[config.mk]
export PLATFORM = sky130hd
export DESIGN_NAME = ocd_guard
export DESIGN_NICKNAME = d
export VERILOG_FILES = /design/src/rtl/ocd_pkg.sv /design/src/rtl/ocd_persist.sv /design/src/rtl/ocd_recover.sv /design/src/rtl/ocd_guard.sv
export SDC_FILE = /design/constraint.sdc
export NUM_CORES = 1
export LEC_CHECK = 0
export BUFFER_PORTS_ARGS = -buffer_cell sky130_fd_sc_hd__buf_2
export CAP_MARGIN = 10
export CORE_MARGIN = 2
export CORE_UTILIZATION = 30
export CTS_CLUSTER_DIAMETER = 40
export DETAILED_ROUTE_END_ITERATION = 10
export PLACE_DENSITY = 0.52
export SLEW_MARGIN = 20
export SYNTH_ARGS = -nofsm -noshare
export SYNTH_HDL_FRONTEND = slang
export SYNTH_SLANG_ARGS = --single-unit
[constraint.sdc]
create_clock -name clk -period 3.28 [get_ports clk]
set_input_delay 0.328 -clock clk [delete_from_list [all_inputs] [get_ports clk]]
set_output_delay 0.328 -clock clk [all_outputs]
set_load 0.02 [all_outputs]
[src/rtl/ocd_pkg.sv]
package ocd_pkg;

    localparam int NCH  = 3;
    localparam int CH_I = 2;
    localparam int VOLT_DLY_OFFSET = 2;

    typedef enum logic [1:0] {
        ST_IDLE    = 2'd0,
        ST_WATCH   = 2'd1,
        ST_TRIPPED = 2'd2
    } ch_state_e;

    function automatic int unsigned dly_offset(input int unsigned ch);
        return (ch == CH_I) ? 0 : VOLT_DLY_OFFSET;
    endfunction

endpackage

[src/rtl/ocd_persist.sv]
module ocd_persist
    import ocd_pkg::*;
#(
    parameter int DW     = 8,
    parameter int OFFSET = 2
) (
    input  logic          clk,
    input  logic          rst,
    input  logic          en,
    input  logic          cond,
    input  logic          tick,
    input  logic [DW-1:0] dly,
    input  logic          recover,
    output logic          alert,
    output logic          status,
    output logic          trip
);
    localparam int CW = DW + 1;

    ch_state_e     st;
    logic [CW-1:0] cnt;
    logic [CW-1:0] target;

    assign target = {1'b0, dly} + CW'(OFFSET);

    always_ff @(posedge clk) begin
        if (rst) begin
            st   <= ST_IDLE;
            cnt  <= '0;
            trip <= 1'b0;
        end else begin
            trip <= 1'b0;
            if (!en) begin
                st  <= ST_IDLE;
                cnt <= '0;
            end else begin
                case (st)
                    ST_IDLE: begin
                        if (cond) begin
                            st  <= ST_WATCH;
                            cnt <= '0;
                        end
                    end
                    ST_WATCH: begin
                        if (!cond) begin
                            st  <= ST_IDLE;
                            cnt <= '0;
                        end else if (cnt >= target) begin
                            st   <= ST_TRIPPED;
                            trip <= 1'b1;
                            cnt  <= '0;
                        end else if (tick) begin
                            cnt <= cnt + 1'b1;
                        end
                    end
                    ST_TRIPPED: begin
                        if (recover) st <= ST_IDLE;
                    end
                    default: st <= ST_IDLE;
                endcase
            end
        end
    end

    assign alert  = (st == ST_WATCH);
    assign status = (st == ST_TRIPPED);

endmodule

[src/rtl/ocd_recover.sv]
module ocd_recover #(
    parameter int IW = 16,
    parameter int RW = 8
) (
    input  logic                 clk,
    input  logic                 rst,
    input  logic signed [IW-1:0] sample,
    input  logic                 valid,
    input  logic signed [IW-1:0] thr,
    input  logic [RW-1:0]        rtime,
    input  logic                 tick,
    input  logic                 any_tripped,
    output logic                 recover
);
    logic          chg_ok;
    logic [RW-1:0] rcnt;

    assign recover = any_tripped && chg_ok && (rcnt >= rtime);

    always_ff @(posedge clk) begin
        if (rst) begin
            chg_ok <= 1'b0;
            rcnt   <= '0;
        end else begin
            if (valid) chg_ok <= (sample >= thr);
            if (!any_tripped || !chg_ok || recover) rcnt <= '0;
            else if (tick)                          rcnt <= rcnt + 1'b1;
        end
    end

endmodule

[src/rtl/ocd_guard.sv]
module ocd_guard
    import ocd_pkg::*;
#(
    parameter int VW = 8,
    parameter int IW = 16,
    parameter int DW = 8,
    parameter int RW = 8
) (
    input  logic                 clk,
    input  logic                 rst,
    input  logic [VW-1:0]        vdiff_code,
    input  logic [VW-1:0]        thr_v0,
    input  logic [VW-1:0]        thr_v1,
    input  logic [DW-1:0]        dly_v0,
    input  logic [DW-1:0]        dly_v1,
    input  logic signed [IW-1:0] cur_sample,
    input  logic                 cur_valid,
    input  logic signed [IW-1:0] thr_i,
    input  logic [DW-1:0]        dly_i,
    input  logic signed [IW-1:0] rec_thr,
    input  logic [RW-1:0]        rec_time,
    input  logic                 tick_fast,
    input  logic                 tick_slow,
    input  logic [2:0]           ch_en,
    input  logic [2:0]           auto_fet,
    output logic [2:0]           alert,
    output logic [2:0]           status,
    output logic [2:0]           trip,
    output logic                 dsg_off
);
    logic           cur_low;
    logic           recover;
    logic [NCH-1:0] cond;
    logic [NCH-1:0] tick_v;
    logic [DW-1:0]  dly_v [NCH];

    always_ff @(posedge clk) begin
        if (rst)            cur_low <= 1'b0;
        else if (cur_valid) cur_low <= (cur_sample < thr_i);
    end

    assign cond     = {cur_low, (vdiff_code > thr_v1), (vdiff_code > thr_v0)};
    assign tick_v   = {tick_slow, tick_fast, tick_fast};
    assign dly_v[0] = dly_v0;
    assign dly_v[1] = dly_v1;
    assign dly_v[2] = dly_i;

    for (genvar g = 0; g < NCH; g++) begin : g_ch
        ocd_persist #(
            .DW     (DW),
            .OFFSET (int'(dly_offset(g)))
        ) u_ch (
            .clk     (clk),
            .rst     (rst),
            .en      (ch_en[g]),
            .cond    (cond[g]),
            .tick    (tick_v[g]),
            .dly     (dly_v[g]),
            .recover (recover),
            .alert   (alert[g]),
            .status  (status[g]),
            .trip    (trip[g])
        );
    end

    ocd_recover #(.IW(IW), .RW(RW)) u_rec (
        .clk         (clk),
        .rst         (rst),
        .sample      (cur_sample),
        .valid       (cur_valid),
        .thr         (rec_thr),
        .rtime       (rec_time),
        .tick        (tick_slow),
        .any_tripped (|status),
        .recover     (recover)
    );

    assign dsg_off = |(status & auto_fet);

endmodule

==> out/metrics.cfg <==
[status]
outcome = complete, no violations

[placement]
placed_cells = 848
placed_cell_area_sq_um = 5190
numPortBuffers = 124
place_congestion = 0.792
dpl.hpwl_um = 8900

[min_path]
min_path_cells = 3
whs_endpoint = g_ch[2].u_ch.st[1]
hold_start = ch_en[2]
hold_class = in2reg

[route]
vias = 4088
wl_um = 10500
drt_first_iter_violations = 110
postRouteAntennaNets = 0
drt_first_pass_iters = 4
route.detailed.drc = 0
viasPerCell = 4.78
wl_per_cell_um = 12.3

[setup_path]
r2r_cells = 8
end_kind = flip-flop
r2r_end = g_ch[1].u_ch.cnt[0]
critPathLaunchType = input port
r2r_slack_ns = 0.76
timing.rr.start = g_ch[1].u_ch.cnt[2]
arrival_ns = 2.83
required_ns = 3.51
critPathKind = in2reg
crit_path_max_fanout = 8

[clocking]
insertion_delay_ns = 0.29
post_cts_resized = 0
cts_setup_buffers = 0
clockBufferDepth = 2
cts_max_level = 2
clkSlewWorstSetupHoldPaths_ns = 0.07
cts_tree = yes
root_buffer = clkbuf_16
cts.sinks = 46
numCtsBuffers = 5
postCtsHoldBufs = 0

[cells_and_area]
fin_cells = 856
syn2layout_area_growth_pct = 20.8
stdcell_area_sq_um = 5380
drive_gt1_frac = 0.219
antenna_cells = 0
nNetsFinal = 873

[synthesis]
avgSynthCellArea_sq_um = 8.03
synthArstFlopShare = 0
synth_nets = 757
synth_cell_types = 60
yosysSeqAreaShare = 0.207
yosysTopAreaCellShare = 0.244
yosysTopAreaCell = ha_1
synthTopCellsByArea = ha_1, dfxtp_1, inv_1
synth.cell_area_sq_um = 4460
synth_ff_type = dfxtp_1
yosysMostFrequentCell = ha_1
ys_seq_elements = 46
ys_warn_count = 0
synthTopCellsByCount = ha_1, inv_1, dfxtp_1
postSynthCellCount = 555
synth_edf_count = 0

[floorplan]
die_h_um = 126
start_util = 0.307
die-area_sq_um = 15800
io_pins = 125
core-area_sq_um = 14500
dieWidth_um = 126
rows = 44

[timing]
rsz0062_at_grt = no
hold_violations = 0
finalCritPeriodShare = 0.792
min_period_ns = 2.60
fin_setup_tns_ns = 0
max_slew.worst_pin.slew_ns = 0.622
skew_ns = 0.00754
setup_violations = 0
max_freq_mhz = 385
slew_headroom = 0.584
maxSlewViolCount = 0

[pwr]
switching_share = 0.253
clockPowerShare = 0.431
powerDensity_nw_per_um2 = 286
p_int_mw = 1.15
switchingPower_mw = 0.389
leakage_nw = 2.87
pwr-share-seq = 0.368
comb_power_share = 0.200
peakVddDrop_mv = 0.188

[global_route]
grt_antenna_before_repair = 0
grt_pass1_wl_um = 18000
grt_pass1_vias = 4077
overflow = 0
grt_use_total = 0.133
grt_max_degree = 17

[flow_run]
drv_cap = 0

logic make-up after synthesis:
logic type	Yosys count	synth area share
AND/OR/NAND/NOR	194	0.240
AO/OA/AOI/OAI	120	0.182
buffers and inverters	89	0.0887
adder cells (fa/ha/maj)	87	0.244
flip-flops	46	0.207
XOR/XNOR	18	0.0354
multiplexers	1	0.00225
critical path, cell delays in order:
cell	delay (ns)
buf_2	0.12
ha_1	0.27
inv_1	0.04
ha_1	0.28
a211o_1	0.26
a31oi_1	0.17
o21bai_1	0.11
a21oi_2	0.25
a311o_1	0.24
nor2b_1	0.53
a22o_1	0.23
layout by cell type (no fill, tap or decap), types with 12 or more instances in the layout:
cell | synthesis | layout
a21oi_1 | 31 | 31
nand4_1 | 14 | 14
buf_2 | 1 | 124
inv_1 | 74 | 74
nand2_1 | 38 | 38
nor2_1 | 41 | 41
dfxtp_1 | 46 | 46
and3_1 | 20 | 20
o21ai_0 | 21 | 21
nand2b_1 | 12 | 12
xor2_1 | 12 | 12
nand3_1 | 17 | 17
ha_1 | 87 | 87
a21o_1 | 13 | 13
nor2b_1 | 15 | 15
flip-flops by register name (all words and copies together) (netlist names):
register	count
g_ch.u_ch.cnt	27
cur_low	1
g_ch.u_ch.st	6
g_ch.u_ch.trip	3
u_rec.rcnt	8
u_rec.chg_ok	1
per-layer routing:
metal	up-vias	routed length, um	track usage
li1	2185	-	-
met1	1830	4940	0.166
met2	68	5120	0.240
met3	5	361	0.0234
met4	0	67	0.0226
met5	-	0	0
worst max-delay path by stage:
stage,startpoint,endpoint,slack (ns),cells after the start
detailed placement,dly_v1[1],g_ch[1].u_ch.cnt[0],0.38,11
finish,dly_v1[1],g_ch[1].u_ch.cnt[0],0.68,11
CTS,dly_v1[1],g_ch[1].u_ch.cnt[0],0.67,11
global route,dly_v1[1],g_ch[1].u_ch.cnt[0],0.46,11
floorplan,dly_v0[3],g_ch[0].u_ch.cnt[0],0.83,14
global placement,dly_v1[1],g_ch[1].u_ch.cnt[0],0.49,11
final cells by class:
| class | count | area, sq um |
|---|---|---|
| Clock buffer | 5 | 125 |
| Clock inverter | 3 | 68.8 |
| Tap cell | 184 | 230 |
| Timing Repair Buffer | 124 | 621 |
| Sequential cell | 46 | 921 |
| Fill cell | 1541 | 9150 |
| Multi-Input combinational cell | 420 | 3140 |
| Inverter | 74 | 278 |
metrics by stage:
| step | util | hold slack, ns | total power [mW] | setup slack, ns |
|---|---|---|---|---|
| global route | 0.370 | 0.349 | 1.63 | 0.458 |
| global placement | 0.357 | 0.473 | 0.879 | 0.495 |
| CTS | 0.370 | 0.315 | 1.56 | 0.665 |
| finish | 0.370 | 0.314 | 1.54 | 0.681 |
| floorplan | - | 0.442 | 0.764 | 0.831 |
| detailed placement | 0.357 | 0.481 | 0.891 | 0.377 |
power groups by stage:
stage               Sequential (mW)  Combinational [mW]  Clock [mW]
global route                  0.566               0.360       0.704
detailed placement            0.579               0.312           0
global placement              0.579               0.300           0
floorplan                     0.577               0.187           0
finish                        0.566               0.308       0.663
CTS                           0.566               0.313       0.685
No activity file was read; power rests on OpenSTA's default activity.
